<file path="config.mk">
export PLATFORM = sky130hd
export DESIGN_NAME = rtc_periodic_top
export DESIGN_NICKNAME = d
export VERILOG_FILES = /design/src/rtl/rtc_pkg.sv /design/src/rtl/rtc_ctrl_regs.sv /design/src/rtl/rtc_rate_div.sv /design/src/rtl/rtc_event_flags.sv /design/src/rtl/rtc_periodic_top.sv
export SDC_FILE = /design/constraint.sdc
export NUM_CORES = 1
export LEC_CHECK = 0
export BUFFER_PORTS_ARGS = -buffer_cell sky130_fd_sc_hd__buf_2
export CAP_MARGIN = 10
export CORE_ASPECT_RATIO = 1.25
export CORE_UTILIZATION = 30
export DETAILED_ROUTE_END_ITERATION = 10
export PLACE_DENSITY = 0.48
export SLEW_MARGIN = 20
export SYNTH_ARGS = -nofsm -noshare
export SYNTH_HDL_FRONTEND = slang
export SYNTH_HIERARCHICAL = 1
export SYNTH_SLANG_ARGS = --single-unit
</file>
<file path="constraint.sdc">
create_clock -name clk_i -period 8.9 [get_ports clk_i]
set_clock_uncertainty 0.05 [all_clocks]
set_input_delay 0.445 -clock clk_i [delete_from_list [all_inputs] [get_ports clk_i]]
set_output_delay 0.445 -clock clk_i [all_outputs]
set_load 0.03 [all_outputs]
</file>
<file path="src/rtl/rtc_pkg.sv">
package rtc_pkg;
  localparam int unsigned DATA_W = 8;
  localparam int unsigned ADDR_W = 2;
  localparam int unsigned RATE_W = 4;

  localparam logic [ADDR_W-1:0] ADDR_A = 2'd0;
  localparam logic [ADDR_W-1:0] ADDR_B = 2'd1;
  localparam logic [ADDR_W-1:0] ADDR_C = 2'd2;

  localparam int unsigned PIE_BIT  = 6;
  localparam int unsigned SQWE_BIT = 3;

  localparam logic [DATA_W-1:0] A_RST    = 8'h26;
  localparam logic [DATA_W-1:0] B_RST    = 8'h02;
  localparam logic [DATA_W-1:0] FLAG_SET = 8'hC0;

  // codes 1 and 2 alias onto 8 and 9
  function automatic logic [RATE_W-1:0] eff_code(input logic [RATE_W-1:0] c);
    return (c != '0 && c <= RATE_W'(2)) ? c + RATE_W'(7) : c;
  endfunction
endpackage

</file>
<file path="src/rtl/rtc_ctrl_regs.sv">
module rtc_ctrl_regs
  import rtc_pkg::*;
(
  input  logic              clk_i,
  input  logic              rst_ni,
  input  logic              wr_a_i,
  input  logic              wr_b_i,
  input  logic [DATA_W-1:0] wdata_i,
  output logic [DATA_W-1:0] reg_a_o,
  output logic [DATA_W-1:0] reg_b_o
);
  always_ff @(posedge clk_i or negedge rst_ni) begin
    if (!rst_ni) begin
      reg_a_o <= A_RST;
      reg_b_o <= B_RST;
    end else begin
      if (wr_a_i) reg_a_o <= wdata_i;
      if (wr_b_i) reg_b_o <= wdata_i;
    end
  end
endmodule

</file>
<file path="src/rtl/rtc_rate_div.sv">
module rtc_rate_div
  import rtc_pkg::*;
#(
  parameter int unsigned CODE_W = RATE_W
) (
  input  logic              clk_i,
  input  logic              rst_ni,
  input  logic              stb_i,
  input  logic              run_i,
  input  logic              restart_i,
  input  logic [CODE_W-1:0] code_i,
  output logic              tick_o
);
  localparam int unsigned CNT_W = (1 << CODE_W) - 2;

  logic [CODE_W-1:0] eff;
  logic [CNT_W:0]    period;
  logic [CNT_W-1:0]  last_val;
  logic [CNT_W-1:0]  cnt_q;

  always_comb begin
    eff      = (code_i != '0 && code_i <= CODE_W'(2)) ? code_i + CODE_W'(7) : code_i;
    period   = (CNT_W+1)'(1) << (eff - CODE_W'(1));
    last_val = CNT_W'(period - (CNT_W+1)'(1));
  end

  assign tick_o = stb_i && run_i && !restart_i && (cnt_q == last_val);

  always_ff @(posedge clk_i or negedge rst_ni) begin
    if (!rst_ni)                 cnt_q <= '0;
    else if (!run_i || restart_i) cnt_q <= '0;
    else if (stb_i)              cnt_q <= tick_o ? '0 : cnt_q + CNT_W'(1);
  end
endmodule

</file>
<file path="src/rtl/rtc_event_flags.sv">
module rtc_event_flags
  import rtc_pkg::*;
(
  input  logic              clk_i,
  input  logic              rst_ni,
  input  logic              tick_i,
  input  logic              pie_i,
  input  logic              sqwe_i,
  input  logic              rd_c_i,
  output logic [DATA_W-1:0] reg_c_o,
  output logic              sqw_o
);
  always_ff @(posedge clk_i or negedge rst_ni) begin
    if (!rst_ni) begin
      reg_c_o <= '0;
      sqw_o   <= 1'b0;
    end else begin
      // set wins over read-clear
      reg_c_o <= (rd_c_i ? '0 : reg_c_o) | ((tick_i && pie_i) ? FLAG_SET : '0);
      if (!sqwe_i)     sqw_o <= 1'b0;
      else if (tick_i) sqw_o <= ~sqw_o;
    end
  end
endmodule

</file>
<file path="src/rtl/rtc_periodic_top.sv">
module rtc_periodic_top
  import rtc_pkg::*;
(
  input  logic              clk_i,
  input  logic              rst_ni,
  input  logic              tb_stb_i,
  input  logic              cs_i,
  input  logic              we_i,
  input  logic [ADDR_W-1:0] addr_i,
  input  logic [DATA_W-1:0] wdata_i,
  output logic [DATA_W-1:0] rdata_o,
  output logic              irq_o,
  output logic              sqw_o
);
  logic [DATA_W-1:0] reg_a, reg_b, reg_c;
  logic wr_a, wr_b, rd_c, pie, sqwe, run, tick;
  logic [RATE_W-1:0] rate_code;

  assign wr_a = cs_i && we_i && (addr_i == ADDR_A);
  assign wr_b = cs_i && we_i && (addr_i == ADDR_B);
  assign rd_c = cs_i && !we_i && (addr_i == ADDR_C);

  rtc_ctrl_regs i_regs (
    .clk_i, .rst_ni, .wr_a_i(wr_a), .wr_b_i(wr_b), .wdata_i,
    .reg_a_o(reg_a), .reg_b_o(reg_b)
  );

  assign rate_code = reg_a[RATE_W-1:0];
  assign pie       = reg_b[PIE_BIT];
  assign sqwe      = reg_b[SQWE_BIT];
  assign run       = (rate_code != '0) && (pie || sqwe);

  rtc_rate_div #(.CODE_W(RATE_W)) i_div (
    .clk_i, .rst_ni, .stb_i(tb_stb_i), .run_i(run), .restart_i(wr_a),
    .code_i(rate_code), .tick_o(tick)
  );

  rtc_event_flags i_flags (
    .clk_i, .rst_ni, .tick_i(tick), .pie_i(pie), .sqwe_i(sqwe),
    .rd_c_i(rd_c), .reg_c_o(reg_c), .sqw_o
  );

  assign irq_o = reg_c[7];

  always_comb begin
    unique case (addr_i)
      ADDR_A:  rdata_o = reg_a;
      ADDR_B:  rdata_o = reg_b;
      ADDR_C:  rdata_o = reg_c;
      default: rdata_o = '0;
    endcase
  end
endmodule

</file>
* Word level (Yosys, flattened, before mapping)
Index checks and enable logic that the tools add are counted.
W data, S select, Z words.
** Cells by class
- $add $sub $neg :: 4
- Magnitude comparators :: 1
- Equal/unequal tests :: 4
- Shift-type cells :: 1
- Muxes and demuxes :: 9
- Bitwise gates (word level) :: 2
- Reduce and logical (&&, ||, !) cells :: 19
** Operators with widths (count)
- $mux W14 :: 3
- $pmux W8 S3 :: 1
- $mux W8 :: 2
- $add A14 B1 Y14 const B :: 1
- $eq A14 B14 Y1 :: 1
- $shl A1 B4 Y14 const A :: 1
- $sub A14 B1 Y14 const B :: 1
- $logic_and A1 B1 Y1 :: 11
- $or A8 B8 Y8 :: 1
- $add A4 B3 Y4 const B :: 1
- $le A4 B2 Y1 const B :: 1
- $mux W4 :: 1
- $reduce_bool A4 Y1 :: 1
- $sub A4 B1 Y4 const B :: 1
- $logic_not A1 Y1 :: 3
- $eq A2 B1 Y1 const B :: 1
- $eq A2 B2 Y1 const B :: 1
- $logic_not A2 Y1 :: 1
- $logic_or A1 B1 Y1 :: 2
- $mux W1 :: 2
- $ne A2 B1 Y1 const B :: 1
- $reduce_bool A2 Y1 :: 1
- $not A1 Y1 :: 1
** Word-level totals
- Register bits after elaboration :: 39
- Input port bits :: 15

* Depth between registers and ports, before layout
Gate-level depths: netlist of run 1.
- Depth after elaboration :: 11
- Mapped depth :: 20
- Depth with buffers taken out :: 17

* By module
Netlist of run 1, hierarchy kept.
** By module, submodules not included
- rtc_rate_div :: instances 1, cells an instance 212, area an instance 1596.5 µm², sequential area each 350.3 µm²
- rtc_ctrl_regs :: instances 1, cells an instance 34, area an instance 668.1 µm², sequential area each 405.4 µm²
- rtc_periodic_top :: instances 1, cells an instance 26, area an instance 227.7 µm², sequential area each 0.0 µm²
- rtc_event_flags :: instances 1, cells an instance 17, area an instance 160.2 µm², sequential area each 75.1 µm²

* Worst setup path before layout of run 1
No wires, ideal clock.
- Path kind :: reg2reg
- Start point :: reg i_regs.reg_a_o[0]
- End point :: reg i_div.cnt_q[8]
- Arrival :: 4342 ps
- Data required time :: 8720 ps
- Path slack :: 4378 ps
- Cell stages (with the launch flop) :: 20
- Buffers on the path :: 4
- Clock period less this slack :: 4522 ps
- Path through :: dfrtp_1 clkbuf_1 inv_1 ha_1 or3_4 nor3_2 nor2_1 or3_1 ha_1 clkbuf_1 xnor2_1 o21ai_0 nor3_1 a311oi_1 nand4_1 or4_1 buf_2 buf_6 a31oi_1 o22ai_1
** Between the ends
- Longest elaborated chain between the ends :: 11
** Ends and longest elaborated chain
- start: declaration :: RTL line rtc_ctrl_regs.sv:9 : output logic [DATA_W-1:0] reg_a_o,
- start signal: assignment :: RTL line rtc_ctrl_regs.sv:17 : if (wr_a_i) reg_a_o <= wdata_i;
- $le A4 B2 Y1 or $reduce_bool A4 Y1 (tied branches) :: RTL line rtc_rate_div.sv:22, rtc_periodic_top.sv:31
- $logic_and A1 B1 Y1 :: RTL line rtc_rate_div.sv:22 : eff = (code_i != '0 && code_i <= CODE_W'(2)) ? code_i + CODE_W'(7) : code_i;
- $mux W4 :: RTL line rtc_rate_div.sv:22
- $sub A4 B1 Y4 :: RTL line rtc_rate_div.sv:23 : period = (CNT_W+1)'(1) << (eff - CODE_W'(1));
- $shl A1 B4 Y14 :: RTL line rtc_rate_div.sv:23
- $sub A14 B1 Y14 :: RTL line rtc_rate_div.sv:24 : last_val = CNT_W'(period - (CNT_W+1)'(1));
- $eq A14 B14 Y1 :: RTL line rtc_rate_div.sv:27 : assign tick_o = stb_i && run_i && !restart_i && (cnt_q == last_val);
- $logic_and A1 B1 Y1 :: RTL line rtc_rate_div.sv:27
- $mux W14 (2 in a row) :: RTL line rtc_rate_div.sv:32 : else if (stb_i) cnt_q <= tick_o ? '0 : cnt_q + CNT_W'(1);
- $mux W14 :: RTL line rtc_rate_div.sv:31 : else if (!run_i || restart_i) cnt_q <= '0;
- end signal: assignment :: RTL line rtc_rate_div.sv:32
- end: declaration :: RTL line rtc_rate_div.sv:19 : logic [CNT_W-1:0] cnt_q;
Several ways; a longest one is shown, not always the timed one. The select of a mux whose other input is x is not followed.
A chain may end at the register's enable or synchronous reset.

* Worst setup path in the final report of run 1
- Start point :: reg i_regs.reg_a_o[0]
- End point :: reg i_div.cnt_q[13]
Same word-level chain as after synthesis.

==> results of run 1 <==
-- sequential cells by signal (all words and copies together) (netlist names) --
register         cells
i_regs/reg_a_o       8
i_div/cnt_q         14
i_flags/sqw_o        1
i_flags/reg_c_o      2
i_regs/reg_b_o       8
-- stage by stage --
stage	area, um^2	hold slack [ps]	util	power, mW
5_1_grt	2870	234	0.332	0.616
3_5_place_dp	2780	441	0.321	0.457
4_1_cts	2870	205	0.332	0.581
3_3_place_gp	2780	444	0.321	0.458
6_report	2870	179	0.332	0.574
2_1_floorplan	2670	99.4	-	0.402
-- power breakdown --
group	total [mW]	internal, mW	leakage, nW	switching [mW]
sequential	0.206	0.173	0.422	0.0335
combinational	0.248	0.108	0.683	0.140
clock	0.120	0.0627	0.0512	0.0573
total	0.574	0.343	1.16	0.231
-- final cells by class --
type	instances	area (um^2)
well taps	120	150
inverters	15	56.3
clock inverters	2	13.8
flip-flops and latches	33	831
repair buffers	25	128
fillers	949	5780
clock buffers	6	82.6
multi-input cells	218	1610
-- layout by cell type (no fill, tap or decap), types with 2 or more instances in the layout --
master	count
o2111ai_1	3
xor2_1	4
nand3_1	15
and2_1	2
o311ai_0	2
ha_1	4
dfstp_2	4
a211o_1	3
and4bb_2	2
dfrtp_1	29
clkbuf_8	6
o21a_1	3
nor2b_1	5
nand2b_1	4
or3_1	5
o21ai_0	13
nand2_1	19
o22a_1	2
o2bb2ai_1	9
o31a_1	2
nand4_1	10
mux2i_1	14
mux2_4	16
nor3_1	7
o211ai_1	3
xnor2_1	9
and4_1	2
or2_2	2
o22ai_1	7
buf_2	24
a21oi_1	5
nor2_1	8
a31oi_1	10
inv_1	15
conb_1	6
-- how the worst max path moves through the flow --
stage	end	startpoint	cells after the start
2_1_floorplan	i_div/cnt_q[8]	i_regs/reg_a_o[0]	19
3_3_place_gp	i_div/cnt_q[9]	i_regs/reg_a_o[0]	15
3_5_place_dp	i_div/cnt_q[13]	i_regs/reg_a_o[0]	15
4_1_cts	i_div/cnt_q[13]	i_regs/reg_a_o[0]	15
5_1_grt	i_div/cnt_q[5]	i_regs/reg_a_o[0]	15
6_report	i_div/cnt_q[13]	i_regs/reg_a_o[0]	15
-- worst register-to-register path: stages (launching register included) --
cell	delay, ps
dfrtp_1	660
inv_1	230
ha_1	360
or3_4	440
nor3_2	280
nor2_1	140
or3_1	330
ha_1	340
xnor2_1	210
o21ai_0	160
nor3_1	60
a311oi_1	280
nand4_1	170
or4_1	830
nand2_1	390
o22ai_1	140
-- kinds of logic after synthesis --
family / Yosys count / synth area share
compound gates: 74 / 0.199
other cells: 1 / 0.00141
buf+inv: 43 / 0.0868
fa+ha+maj: 4 / 0.0189
mux: 30 / 0.143
xor+xnor: 13 / 0.0429
simple gates: 91 / 0.194
flops: 33 / 0.313
-- metal layers --
| layer | up-vias | part of all wire |
|---|---|---|
| li1 | 1085 | - |
| met1 | 1091 | 0.45 |
| met2 | 56 | 0.49 |
| met3 | 12 | 0.032 |
| met4 | 0 | 0.025 |
| met5 | - | 0 |
==> impl_metrics.ini, run 1 <==
[power_and_ir_drop]
leakage_nw = 1.16
powerDensity_nw_per_um2 = 200
peakVddDrop_v = 0.0000548

[synthesis]
syn-cell-area_um2 = 2650
post_synth_main_area_contributors = dfrtp_1 27%, mux2_4 9.1%, mux2i_1 5.3%
synth_enable_flop_cells = 0
synth.most_common_cell = dfrtp_1
ys_seq_elements = 33
synth.distinct_cells = 61
yosys_warnings = 6
synthCells = 289
syn_avg_cell_area_um2 = 9.18
synth_ff_type = dfrtp_1
synth_top_cell_by_area = dfrtp_1
async_flop_share = 1.00
yosysSeqAreaShare = 0.313
netlist.area_leader.share = 0.274
synth_common_cells = 29 x dfrtp_1, 19 x nand2_1, 16 x mux2_4

[critical_path]
path_class = reg -> reg
worstPathMaxFanout = 17
crit_path_end_kind = flip-flop
max_stage_delay_ps = 830
cp_common_cell = ha_1
r2r_slack_ps = 3700
timing.rr.start = i_regs/reg_a_o[0]
cp-start-kind = flip-flop
r2r-end = i_div/cnt_q[13]
crit_path_cell_trace = inv_1, ha_1, or3_4, nor3_2, nor2_1, or3_1, ha_1, xnor2_1, o21ai_0, nor3_1, a311oi_1, nand4_1, or4_1, nand2_1, o22ai_1
r2r_cells = 15
cp.buffers_inverters = 1
critical-path-top-delay-family = simple AND/OR/NAND/NOR gates
critPathSlowestCell = or4_1
required_ps = 9000
worstPathArrival_ps = 5300

[run]
max_cap_violations = 0

[drt]
totalWireLength_um = 6360
drt-wirelength-per-cell_um = 15.2
num_vias = 2244
first_pass_iters = 5
drtIter0Drc = 182
routed_via_density = 5.36
ant_nets = 0
remaining_drc_errors = 0

[hold_path]
hold_class = in -> async

[timing]
max_slew_margin = 0.425
fmax_mhz = 192
setup_tns_ps = 0
fin_crit_sh = 0.584
setup_viol = 0
period_needed_ps = 5200
rsz0062_at_grt = no
worst_slack_ps = 3700
hold_violations = 0
worstMarginPinSlew_ps = 856
slew_viol_final = 0

[die]
start_util = 0.307
coreArea_um2 = 8650
ios = 25
die_x_um = 86.1
die_h_um = 107
num_rows = 38
die_area_um2 = 9220

[final_layout]
syn_to_final_growth_pct = 8.25
stdcell_count = 419
diodes = 0
drive_gt1_frac = 0.204
fin_nets = 317

[placement]
gp_congestion = 0.822
dp.cells = 411
dp_slack_ps = 3780
port_buffers = 24
hpwl_um = 4630

[grt]
grt.total_usage = 0.148
grt_pass1_wl_um = 10800
use_met1 = 0.194
antenna_found_initial = 0
grt_max_degree = 34
use_met3 = 0.0239
gr-total-overflow = 0
top_usage_layer = met2
grt_pass1_vias = 2109
grt_util_met2 = 0.238

[clock_network]
cts-htree-levels = 2
cts_tree = yes
clk-insertion-delay-late_ps = 280
hold_buffers = 0
cts-root-buf = clkbuf_8
post_cts_resize_count = 0
clockBufferDepth = 2
numCtsBuffers = 5
clk_pin_slew_worst_paths_ps = 70
cts_sinks = 33
cts_setup_buffers = 0

[run_status]
status = completed
Note: power is estimated with default switching activity, not from simulation.
==> run 2, diff against run 1 <==
clock period = 4.8 ns   (was 8.9 ns; I/O delays follow)
==> run 2 against run 1 <==
The run now ends with hold timing left. Sequential share of layout area shrank 0.62 points. Sequential cell count is the same. Clock power grew 120%. Combinational power grew 100%. Register-to-register slack lost 3400 ps. Critical path depth grew 1. First-iteration DRC count shrank 43%. Fmax grew 15%. Die area is the same. Global-route usage grew 0.36 points.
==> impl_metrics.ini, run 2 (synthesis gave the netlist of run 1 again) <==
[run_status]
status = finished with violations
violations = hold timing

[critical_path]
r2r_cells = 16
critPathSlowestCell = dfstp_2
path_class = reg -> reg
critical-path-top-delay-family = simple AND/OR/NAND/NOR gates
max_stage_delay_ps = 530
worstPathArrival_ps = 4630
required_ps = 4910
crit_path_end_kind = flip-flop
worstPathMaxFanout = 15
r2r-end = i_div/cnt_q[12]
cp.buffers_inverters = 3
r2r_slack_ps = 290
cp-start-kind = flip-flop
timing.rr.start = i_regs/reg_a_o[1]
crit_path_cell_trace = inv_1, ha_1, or3_4, nor3_2, nor2_1, or3_1, ha_1, inv_1, nand2_1, o32ai_1, a221oi_1, a2111o_1, or4_1, buf_4, a31oi_1, o22ai_1
crit_path_start = i_regs/reg_a_o[1]

[final_layout]
layout_commonest_cell = dfrtp_1
seq_area_um2 = 831
reg_top3 = i_div/cnt_q x14, i_regs/reg_a_o x8, i_regs/reg_b_o x8
syn_to_final_growth_pct = 10.6
multi_input_area_um2 = 1620
final_cell_mix = 29 x dfrtp_1, 24 x buf_2, 19 x nand2_1
drive_gt1_frac = 0.220
stdcell_count = 425
fin_nets = 323
top_register = i_div/cnt_q
fill_cells = 936
fin_area_um2 = 2930
diodes = 0
largest_reg_flops = 14

[timing]
slew_viol_final = 0
fin_crit_sh = 0.940
hold_violations = 29
setup_viol = 0
whs_ps = -31.5
period_needed_ps = 4510
worstMarginPinSlew_ps = 768
fmax_mhz = 222
rsz0062_at_grt = no
max_slew_margin = 0.488
setup_tns_ps = 0

[hold_path]
hold_class = in -> async

[power_and_ir_drop]
leakage_nw = 1.19
p_int_mw = 0.689
power_mw = 1.12
switching_share = 0.387
switchingPower_mw = 0.434
powerDensity_nw_per_um2 = 383
seq_power_share = 0.326
clkPwrFrac = 0.232
pwr-share-comb = 0.442
peakVddDrop_v = 0.000136

[die]
die_area_um2 = 9220
num_rows = 38
coreArea_um2 = 8650
ios = 25
die_h_um = 107
die_x_um = 86.1
start_util = 0.307

[drt]
first_pass_iters = 4
dr_wl_met3_um = 139
routed_via_density = 5.20
drt-wirelength-per-cell_um = 15.3
drtIter0Drc = 104
totalWireLength_um = 6500
ant_nets = 0
top_layer_used = met4
num_vias = 2209
wl_met2_um = 3130
remaining_drc_errors = 0
drt-met1-wl_um = 3060

[clock_network]
cts-root-buf = clkbuf_8
cts-htree-levels = 2
clk_pin_slew_worst_paths_ps = 70
post_cts_resize_count = 0
cts_sinks = 33
clk-insertion-delay-late_ps = 290
hold_buffers = 0
clockBufferDepth = 2
cts_tree = yes
cts_setup_buffers = 0
numCtsBuffers = 5

[placement]
port_buffers = 24
dpl-instance-area_um2 = 2820
hpwl_um = 4690
dp.cells = 417
gp_congestion = 0.827

[grt]
grt.total_usage = 0.152
grt_pass1_wl_um = 11000
grt_max_degree = 34
grt_pass1_vias = 2136
antenna_found_initial = 0
gr-total-overflow = 0

[run]
max_cap_violations = 0
-- run 2: cell count changes in the layout (fill, tap and decap cells not counted), sizes merged --
cell / previous run / this run
buf: 25 / 31
bufinv: 0 / 1
clkinv: 2 / 1
-- run 2: worst max-delay path by stage --
stage                      endpoint  cells past startpoint
floorplan            i_div/cnt_q[8]                     19
global placement    i_div/cnt_q[12]                     15
detailed placement  i_div/cnt_q[12]                     15
CTS                 i_div/cnt_q[12]                     16
global route         i_div/cnt_q[6]                     16
finish              i_div/cnt_q[12]                     16
-- run 2: through the flow --
stage	util	worst slack, ps
after global placement	0.326	395
after floorplan	-	278
final	0.339	288
after detailed placement	0.326	355
after global routing	0.339	17.1
after CTS	0.338	332
-- run 2: final cells by class --
| type | count | share of cell area |
|---|---|---|
| multi-input combinational | 218 | 0.551 |
| sequential | 33 | 0.283 |
| timing repair buffer | 31 | 0.0588 |
| tap | 120 | 0.0512 |
| clock buffer | 6 | 0.0247 |
| inverter | 15 | 0.0192 |
| clock inverter | 2 | 0.0119 |
-- run 2: per-layer routing --
metal | GRT usage | vias up
met5 | 0 | -
met4 | 0.0595 | 0
met3 | 0.0262 | 11
met2 | 0.249 | 34
met1 | 0.197 | 1064
li1 | - | 1100
-- run 2: power by group through the flow --
stage | Sequential (mW) | Clock [mW] | Combinational (mW)
finish | 0.366 | 0.260 | 0.496
global route | 0.375 | 0.277 | 0.549
CTS | 0.366 | 0.269 | 0.495
detailed placement | 0.372 | 0 | 0.492
global placement | 0.371 | 0 | 0.494
floorplan | 0.353 | 0 | 0.391
